### src/rtl/modem_status_pkg.sv
package modem_status_pkg;

    localparam int CMD_W     = 8;
    localparam int TASK_W    = CMD_W - 1;
    localparam int AUTO_BIT  = CMD_W - 1;
    localparam int SVAL_W    = 2;
    localparam int STAT_W    = 8;

    typedef logic [TASK_W-1:0] task_code_t;

    localparam task_code_t TASK_NULL   = task_code_t'(0);
    localparam task_code_t TASK_RESET  = task_code_t'(1);
    localparam task_code_t TASK_SEARCH = task_code_t'(2);

    typedef struct packed {
        logic tx;
        logic zp;
        logic psave;
    } mode_t;

    typedef struct packed {
        logic              irq;
        logic              sync;
        logic              ovf;
        logic              crc;
        logic              symrdy;
        logic [SVAL_W-1:0] sval;
    } rx_state_t;

    function automatic logic starts_work(task_code_t code);
        return (code != TASK_NULL) && (code != TASK_RESET);
    endfunction

    function automatic logic [SVAL_W-1:0] map_sym(logic four_level, logic [SVAL_W-1:0] v);
        return four_level ? v : {{(SVAL_W-1){1'b0}}, v[0]};
    endfunction

    function automatic logic [STAT_W-1:0] pack_status(logic tx, logic txrdy, rx_state_t s);
        logic [STAT_W-1:0] b;
        b    = '0;
        b[7] = s.irq;
        b[5] = tx ? txrdy : s.sync;
        b[2] = s.symrdy;
        if (!tx) begin
            b[4]   = s.ovf;
            b[3]   = s.crc;
            b[1:0] = s.sval;
        end
        return b;
    endfunction

endpackage

### src/rtl/ms_cmd_track.sv
module ms_cmd_track
    import modem_status_pkg::*;
(
    input  logic             clk,
    input  logic             rst,
    input  logic             cmd_wr,
    input  logic [CMD_W-1:0] cmd_data,
    input  mode_t            mode,
    input  logic             task_end,
    output logic             flush,
    output logic             work_wr,
    output logic             auto_sync,
    output logic             in_search
);

    task_code_t code;
    mode_t      mode_q;
    task_code_t active_q;

    assign code    = cmd_data[TASK_W-1:0];
    assign work_wr = cmd_wr && starts_work(code);
    assign flush   = (cmd_wr && code == TASK_RESET) || (mode != mode_q);

    always_ff @(posedge clk) begin
        mode_q <= mode;
    end

    always_ff @(posedge clk) begin
        if (rst) begin
            auto_sync <= 1'b0;
        end else if (cmd_wr) begin
            auto_sync <= cmd_data[AUTO_BIT];
        end
    end

    always_ff @(posedge clk) begin
        if (rst || flush) begin
            active_q <= TASK_NULL;
        end else if (work_wr) begin
            active_q <= code;
        end else if (task_end) begin
            active_q <= TASK_NULL;
        end
    end

    assign in_search = (active_q == TASK_SEARCH);

endmodule

### src/rtl/ms_tx_ready.sv
module ms_tx_ready (
    input  logic clk,
    input  logic rst,
    input  logic tx,
    input  logic flush,
    input  logic work_wr,
    input  logic tick,
    output logic txrdy
);

    logic pend_q;

    always_ff @(posedge clk) begin
        if (rst || flush) begin
            txrdy  <= 1'b1;
            pend_q <= 1'b0;
        end else if (tx && work_wr) begin
            pend_q <= 1'b1;
        end else if (pend_q && tick) begin
            txrdy  <= 1'b0;
            pend_q <= 1'b0;
        end
    end

endmodule

### src/rtl/ms_rx_flags.sv
module ms_rx_flags
    import modem_status_pkg::*;
(
    input  logic              clk,
    input  logic              rst,
    input  logic              tx,
    input  logic              four_level,
    input  logic              flush,
    input  logic              rd,
    input  logic              sync_hit,
    input  logic              late,
    input  logic              done,
    input  logic              crc_bad,
    input  logic              sym,
    input  logic [SVAL_W-1:0] sym_val,
    output rx_state_t         st
);

    rx_state_t nxt;

    always_comb begin
        nxt = st;
        if (rd) begin
            nxt.irq    = 1'b0;
            nxt.sync   = 1'b0;
            nxt.ovf    = 1'b0;
            nxt.symrdy = 1'b0;
        end
        if (!tx && sync_hit) begin
            nxt.sync = 1'b1;
            nxt.irq  = 1'b1;
        end
        if (!tx && late) begin
            nxt.ovf = 1'b1;
            nxt.irq = 1'b1;
        end
        if (!tx && done) begin
            nxt.crc = crc_bad;
        end
        if (sym) begin
            nxt.symrdy = 1'b1;
            if (!tx) begin
                nxt.sval = map_sym(four_level, sym_val);
            end
        end
        if (flush) begin
            nxt.irq    = 1'b0;
            nxt.sync   = 1'b0;
            nxt.ovf    = 1'b0;
            nxt.crc    = 1'b0;
            nxt.symrdy = 1'b0;
        end
    end

    always_ff @(posedge clk) begin
        if (rst) begin
            st <= '0;
        end else begin
            st <= nxt;
        end
    end

endmodule

### src/rtl/modem_status.sv
module modem_status
    import modem_status_pkg::*;
(
    input  logic              clk,
    input  logic              rst,
    input  logic              host_rd,
    input  logic              cmd_wr,
    input  logic [CMD_W-1:0]  cmd_data,
    input  logic              mode_tx,
    input  logic              mode_zp,
    input  logic              mode_psave,
    input  logic              mode_4lvl,
    input  logic              ev_sync,
    input  logic              ev_late,
    input  logic              ev_done,
    input  logic              ev_crc_bad,
    input  logic              ev_sym,
    input  logic [SVAL_W-1:0] ev_sym_val,
    input  logic              sym_tick,
    output logic [STAT_W-1:0] status,
    output logic              irq
);

    mode_t     mode;
    logic      flush;
    logic      work_wr;
    logic      auto_sync;
    logic      in_search;
    logic      txrdy;
    logic      sync_hit;
    rx_state_t rx_st;

    assign mode = '{tx: mode_tx, zp: mode_zp, psave: mode_psave};

    ms_cmd_track u_cmd (
        .clk       (clk),
        .rst       (rst),
        .cmd_wr    (cmd_wr),
        .cmd_data  (cmd_data),
        .mode      (mode),
        .task_end  (ev_done),
        .flush     (flush),
        .work_wr   (work_wr),
        .auto_sync (auto_sync),
        .in_search (in_search)
    );

    ms_tx_ready u_txr (
        .clk     (clk),
        .rst     (rst),
        .tx      (mode_tx),
        .flush   (flush),
        .work_wr (work_wr),
        .tick    (sym_tick),
        .txrdy   (txrdy)
    );

    assign sync_hit = ev_sync && auto_sync && !in_search;

    ms_rx_flags u_rx (
        .clk        (clk),
        .rst        (rst),
        .tx         (mode_tx),
        .four_level (mode_4lvl),
        .flush      (flush),
        .rd         (host_rd),
        .sync_hit   (sync_hit),
        .late       (ev_late),
        .done       (ev_done),
        .crc_bad    (ev_crc_bad),
        .sym        (ev_sym),
        .sym_val    (ev_sym_val),
        .st         (rx_st)
    );

    assign status = pack_status(mode_tx, txrdy, rx_st);
    assign irq    = rx_st.irq;

endmodule

### config.mk
export PLATFORM = sky130hd
export DESIGN_NAME = modem_status
export DESIGN_NICKNAME = d
export VERILOG_FILES = /design/src/rtl/modem_status_pkg.sv /design/src/rtl/ms_cmd_track.sv /design/src/rtl/ms_tx_ready.sv /design/src/rtl/ms_rx_flags.sv /design/src/rtl/modem_status.sv
export SDC_FILE = /design/constraint.sdc
export NUM_CORES = 1
export LEC_CHECK = 0
export ABC_AREA = 0
export BUFFER_PORTS_ARGS = -buffer_cell sky130_fd_sc_hd__buf_4
export CORE_MARGIN = 4
export CORE_UTILIZATION = 40
export DETAILED_ROUTE_END_ITERATION = 10
export GPL_ROUTABILITY_DRIVEN = 1
export PLACE_DENSITY = 0.67
export SETUP_SLACK_MARGIN = 0.5
export SYNTH_ARGS = -nofsm -noshare
export SYNTH_HDL_FRONTEND = slang
export SYNTH_SLANG_ARGS = --single-unit
### constraint.sdc
create_clock -name clk -period 2.43 [get_ports clk]
set_input_delay 0.729 -clock clk [delete_from_list [all_inputs] [get_ports clk]]
set_output_delay 0.729 -clock clk [all_outputs]
set_load 0.01 [all_outputs]
* Word-level counts from Yosys, hierarchy flattened
Index checks and enable logic that the tools add are counted.
** Storage, ports and cells
- Flip-flop bits (word level) :: 20
- Bits in latches :: 0
- Bits in writable memories :: 0
- ROM bits :: 0
- Output and inout bits :: 9
- Word-level logic and storage cells :: 58
- Memories :: 0
** Cells by class
- Add/sub/neg operators :: 0
- $mul :: 0
- Divide/modulo/power cells :: 0
- Order comparisons :: 0
- Equality and inequality tests :: 4
- Shifts and indexed selects :: 0
- Mux-type cells :: 15
- Bitwise gates (word level) :: 2
- Reduce and logical (&&, ||, !) cells :: 24
** Operators by type and width (count)
- $mux W7 :: 2
- $logic_and A1 B1 Y1 :: 10
- $mux W2 :: 5
- $reduce_bool A2 Y1 :: 5
- $eq A7 B1 Y1 const B :: 1
- $eq A7 B2 Y1 const B :: 1
- $ne A7 B1 Y1 const B :: 1
- $reduce_bool A7 Y1 :: 1
- $mux W1 :: 6
- $mux W3 :: 2
- $reduce_and A2 Y1 :: 2
- $ne A3 B3 Y1 :: 1
- $reduce_bool A3 Y1 :: 1
- $logic_not A1 Y1 :: 2
- $logic_or A1 B1 Y1 :: 2
- $not A1 Y1 :: 2
- $reduce_or A2 Y1 :: 1

* Logic depth before layout (Yosys ltp)
- Depth after elaboration :: 6
- Depth in mapped cells :: 6
- Depth with buffers taken out :: 4

* Cells and area by module
From an unflattened synthesis, not the netlist that was laid out.
** Unflattened totals
- Cells, all modules :: 90
- Area, all modules :: 888.4 um^2
** By module, submodules not included
- ms_cmd_track :: instances 1, cells an instance 46, area an instance 474.2 um^2, seq. area each 220.2 um^2
- ms_rx_flags :: instances 1, cells an instance 28, area an instance 265.3 um^2, seq. area each 140.1 um^2
- modem_status :: instances 1, cells an instance 9, area an instance 77.6 um^2, seq. area each 0.0 um^2
- ms_tx_ready :: instances 1, cells an instance 7, area an instance 71.3 um^2, seq. area each 40.0 um^2

* Worst setup path before layout
Ideal clock, no wire load.
- Path type :: input -> output
- From :: input port mode_tx
- To :: output port status[5]
- Data arrival time :: 1.183 ns
- Slack :: 0.518 ns
- Stages on the path :: 2
- Path buffers :: 1
- Cells stage by stage :: buf_6 -> mux2_2
** Between the ends
- Longest elaborated chain between the ends :: 1
** Ends and longest elaborated chain
- from (decl) :: RTL line modem_status.sv:9 : input logic mode_tx,
- $mux W1 :: RTL line modem_status_pkg.sv:42 : b[5] = tx ? txrdy : s.sync;
- to (decl) :: RTL line modem_status.sv:20 : output logic [STAT_W-1:0] status,
No other way between the ends.

* Final worst setup path
Ends and elaborated chain as after synthesis.

==> flow_metrics.env <==
export IMPL_drtPass1Iterations=4
export IMPL_pwr_density_cell_nw_per_um2=539
export IMPL_die_w_um=54.3
export IMPL_power_leakage_nw=0.486
export IMPL_reg2reg_from="u_cmd.mode_q[2]$_DFF_P_"
export IMPL_yosys_register_bits=20
export IMPL_cts_tree="built"
export IMPL_cp_arrival_ps=1250
export IMPL_rsz0062_at_grt="yes"
export IMPL_grt_start_max_net_pins=12
export IMPL_rows=16
export IMPL_async_reset_ff_share_pct=0
export IMPL_critPathRequiredTime_ps=1700
export IMPL_gp_congestion=0.794
export IMPL_grt_pass1_wl_um=2820
export IMPL_clkTransAtPathRegs_ps=110
export IMPL_chipHeight_um=54.3
export IMPL_routed_wl_um=1760
export IMPL_synth_seq_area_share_pct=46.7
export IMPL_grt_overflow_total=0
export IMPL_startpoint_type="input pin"
export IMPL_die_area_um2=2950
export IMPL_hold_path_class="flip-flop to flip-flop"
export IMPL_cap_violations=0
export IMPL_dp_cells=142
export IMPL_htree_levels=1
export IMPL_rrSetupSlack_ps=1080
export IMPL_clock_path_buffers=2
export IMPL_portBuffers=31
export IMPL_setup_viol=0
export IMPL_path_max_fanout=4
export IMPL_coreArea_um2=2000
export IMPL_cts_hold_repair_buffers=0
export IMPL_ys_types=31
export IMPL_syn_avg_cell_area_um2=9.52
export IMPL_crit_path_cell_trace="buf_12 -> mux2_4 -> buf_6"
export IMPL_synth_top_flop_cell="dfxtp_1"
export IMPL_final_common_cell="buf_4"
export IMPL_drive_above_1_share_pct=37.2
export IMPL_cp_slowest_stage_delay_ps=290
export IMPL_layout_common_cells="buf_4 (32), dfxtp_1 (20), nor2_1 (12)"
export IMPL_syn_num_nets=114
export IMPL_ir_drop_mv=0.324
export IMPL_area_delta_synth_final_pct=33.9
export IMPL_syn_area_um2=857
export IMPL_fmax_mhz=506
export IMPL_regArea_um2=400
export IMPL_wl_per_cell_um=11.9
export IMPL_min_delay_start="u_rx.st[1]$_SDFFE_PP0P_"
export IMPL_crit_path_end_kind="primary output"
export IMPL_fin_setup_tns_ps=0
export IMPL_min_path_cells=2
export IMPL_crit_slowest_cell="mux2_4"
export IMPL_clock_sinks=20
export IMPL_nFillCells=198
export IMPL_yosys_warnings=0
export IMPL_drcViolationCount=0
export IMPL_synth_edf_count=0
export IMPL_cts_buffers=3
export IMPL_placed_area_um2=1070
export IMPL_ff2ff_path_depth=5
export IMPL_critical_path_startpoint="mode_tx"
export IMPL_worstReg2RegEnd="u_txr.txrdy$_SDFFE_PP1P_"
export IMPL_clock_skew_final_ps=2.04
export IMPL_clk_latency_ps=290
export IMPL_num_antenna_cells=0
export IMPL_outcome="finished clean"
export IMPL_critPathKind="input pin to primary output"
export IMPL_synthCells=90
export IMPL_hold_end="u_rx.st[1]$_SDFFE_PP0P_"
export IMPL_fin_nets=146
export IMPL_drt_initial_drc_count=18
export IMPL_hpwl_um=1340
export IMPL_period_minus_slack_ps=1970
export IMPL_io_pins=33
export IMPL_cts_root_buf="clkbuf_4"
export IMPL_avgViaCountPerCell=5.01
export IMPL_start_util_pct=42.8
export IMPL_final_hold_viol_count=0
export IMPL_multi_input_area_um2=390
export IMPL_period_share_pct=81.3
export IMPL_antenna_left=0
export IMPL_vias=742
export IMPL_antenna_found_initial=0
export IMPL_grt_pass1_vias=657
export IMPL_grt_util_all_layers_pct=13.2
export IMPL_fin_cells=148
export IMPL_final_area_um2=1150
export IMPL_drv_slew=0
==> worst max-delay path by stage <==
stage / slack [ps] / end
after floorplan: 520 / status[5]
after global placement: 340 / status[5]
after detailed placement: 340 / status[5]
after CTS: 450 / status[5]
after global routing: 440 / status[5]
final: 460 / status[5]
==> stage by stage <==
step	utilization [%]	hold slack [ps]	power, mW	worst slack, ps
final	57.3	470	0.618	455
after global placement	53.6	440	0.431	345
after global routing	57.3	489	0.645	445
after floorplan	-	420	0.393	518
after detailed placement	53.6	448	0.432	335
after CTS	57.2	470	0.626	452
==> metal layers <==
layer  part of all wire (%)  GRT usage [%]  vias to the layer above
li1                       -              -                      373
met1                     44           17.1                      338
met2                     45           20.5                       29
met3                     10           3.00                        2
met4                   0.68           6.22                        0
met5                      0              0                        -
==> logic make-up after synthesis <==
family / synth area share (%)
simple gates: 20.6
flops: 46.7
other cells: 0.438
xor+xnor: 3.07
buf+inv: 8.47
mux: 3.65
compound gates: 17.1
==> worst max-delay path: cells and delay by family <==
kind,cells,cell delay [ps]
multiplexers,1,290
buffers and inverters,2,220
==> registers in the layout (all words and copies together), names as in the netlist <==
name,flops
u_txr.txrdy,1
u_rx.st,7
u_cmd.mode_q,3
u_txr.pend_q,1
u_cmd.active_q,7
u_cmd.auto_sync,1
==> cell type report <==
cell class                 instances  share of cell area [%]
multi-input combinational         59                    34.0
clock buffer                       4                    3.16
sequential                        20                    34.9
tap                               27                    2.94
timing repair buffer              34                    23.7
inverter                           4                    1.31
==> where the power goes <==
part,internal [mW],total (mW),switching (mW)
Clock,0.0912,0.188,0.0964
Sequential,0.336,0.340,0.00390
Combinational,0.0499,0.0906,0.0407
Total,0.477,0.618,0.141
==> synth_stat cells, types with 2 or more instances <==
library cell   n  area [um2]
a21oi_1        5        25.0
buf_4          4        30.0
nor2b_1        4        25.0
a32oi_1        6        52.6
dfxtp_1       20         400
nor2_1        12        45.0
buf_6          2        22.5
mux2i_1        2        20.0
nand2_1        7        26.3
a31oi_1        2        12.5
xor2_1         3        26.3
inv_1          4        15.0
==> timing repair <==
action,in CTS,in global routing
endpoints found under the setup margin,2,4
buffers inserted,2,0
pin swaps,0,0
cloned,0,0
gates resized for setup,5,1
No activity file was read; power rests on OpenSTA's default activity.
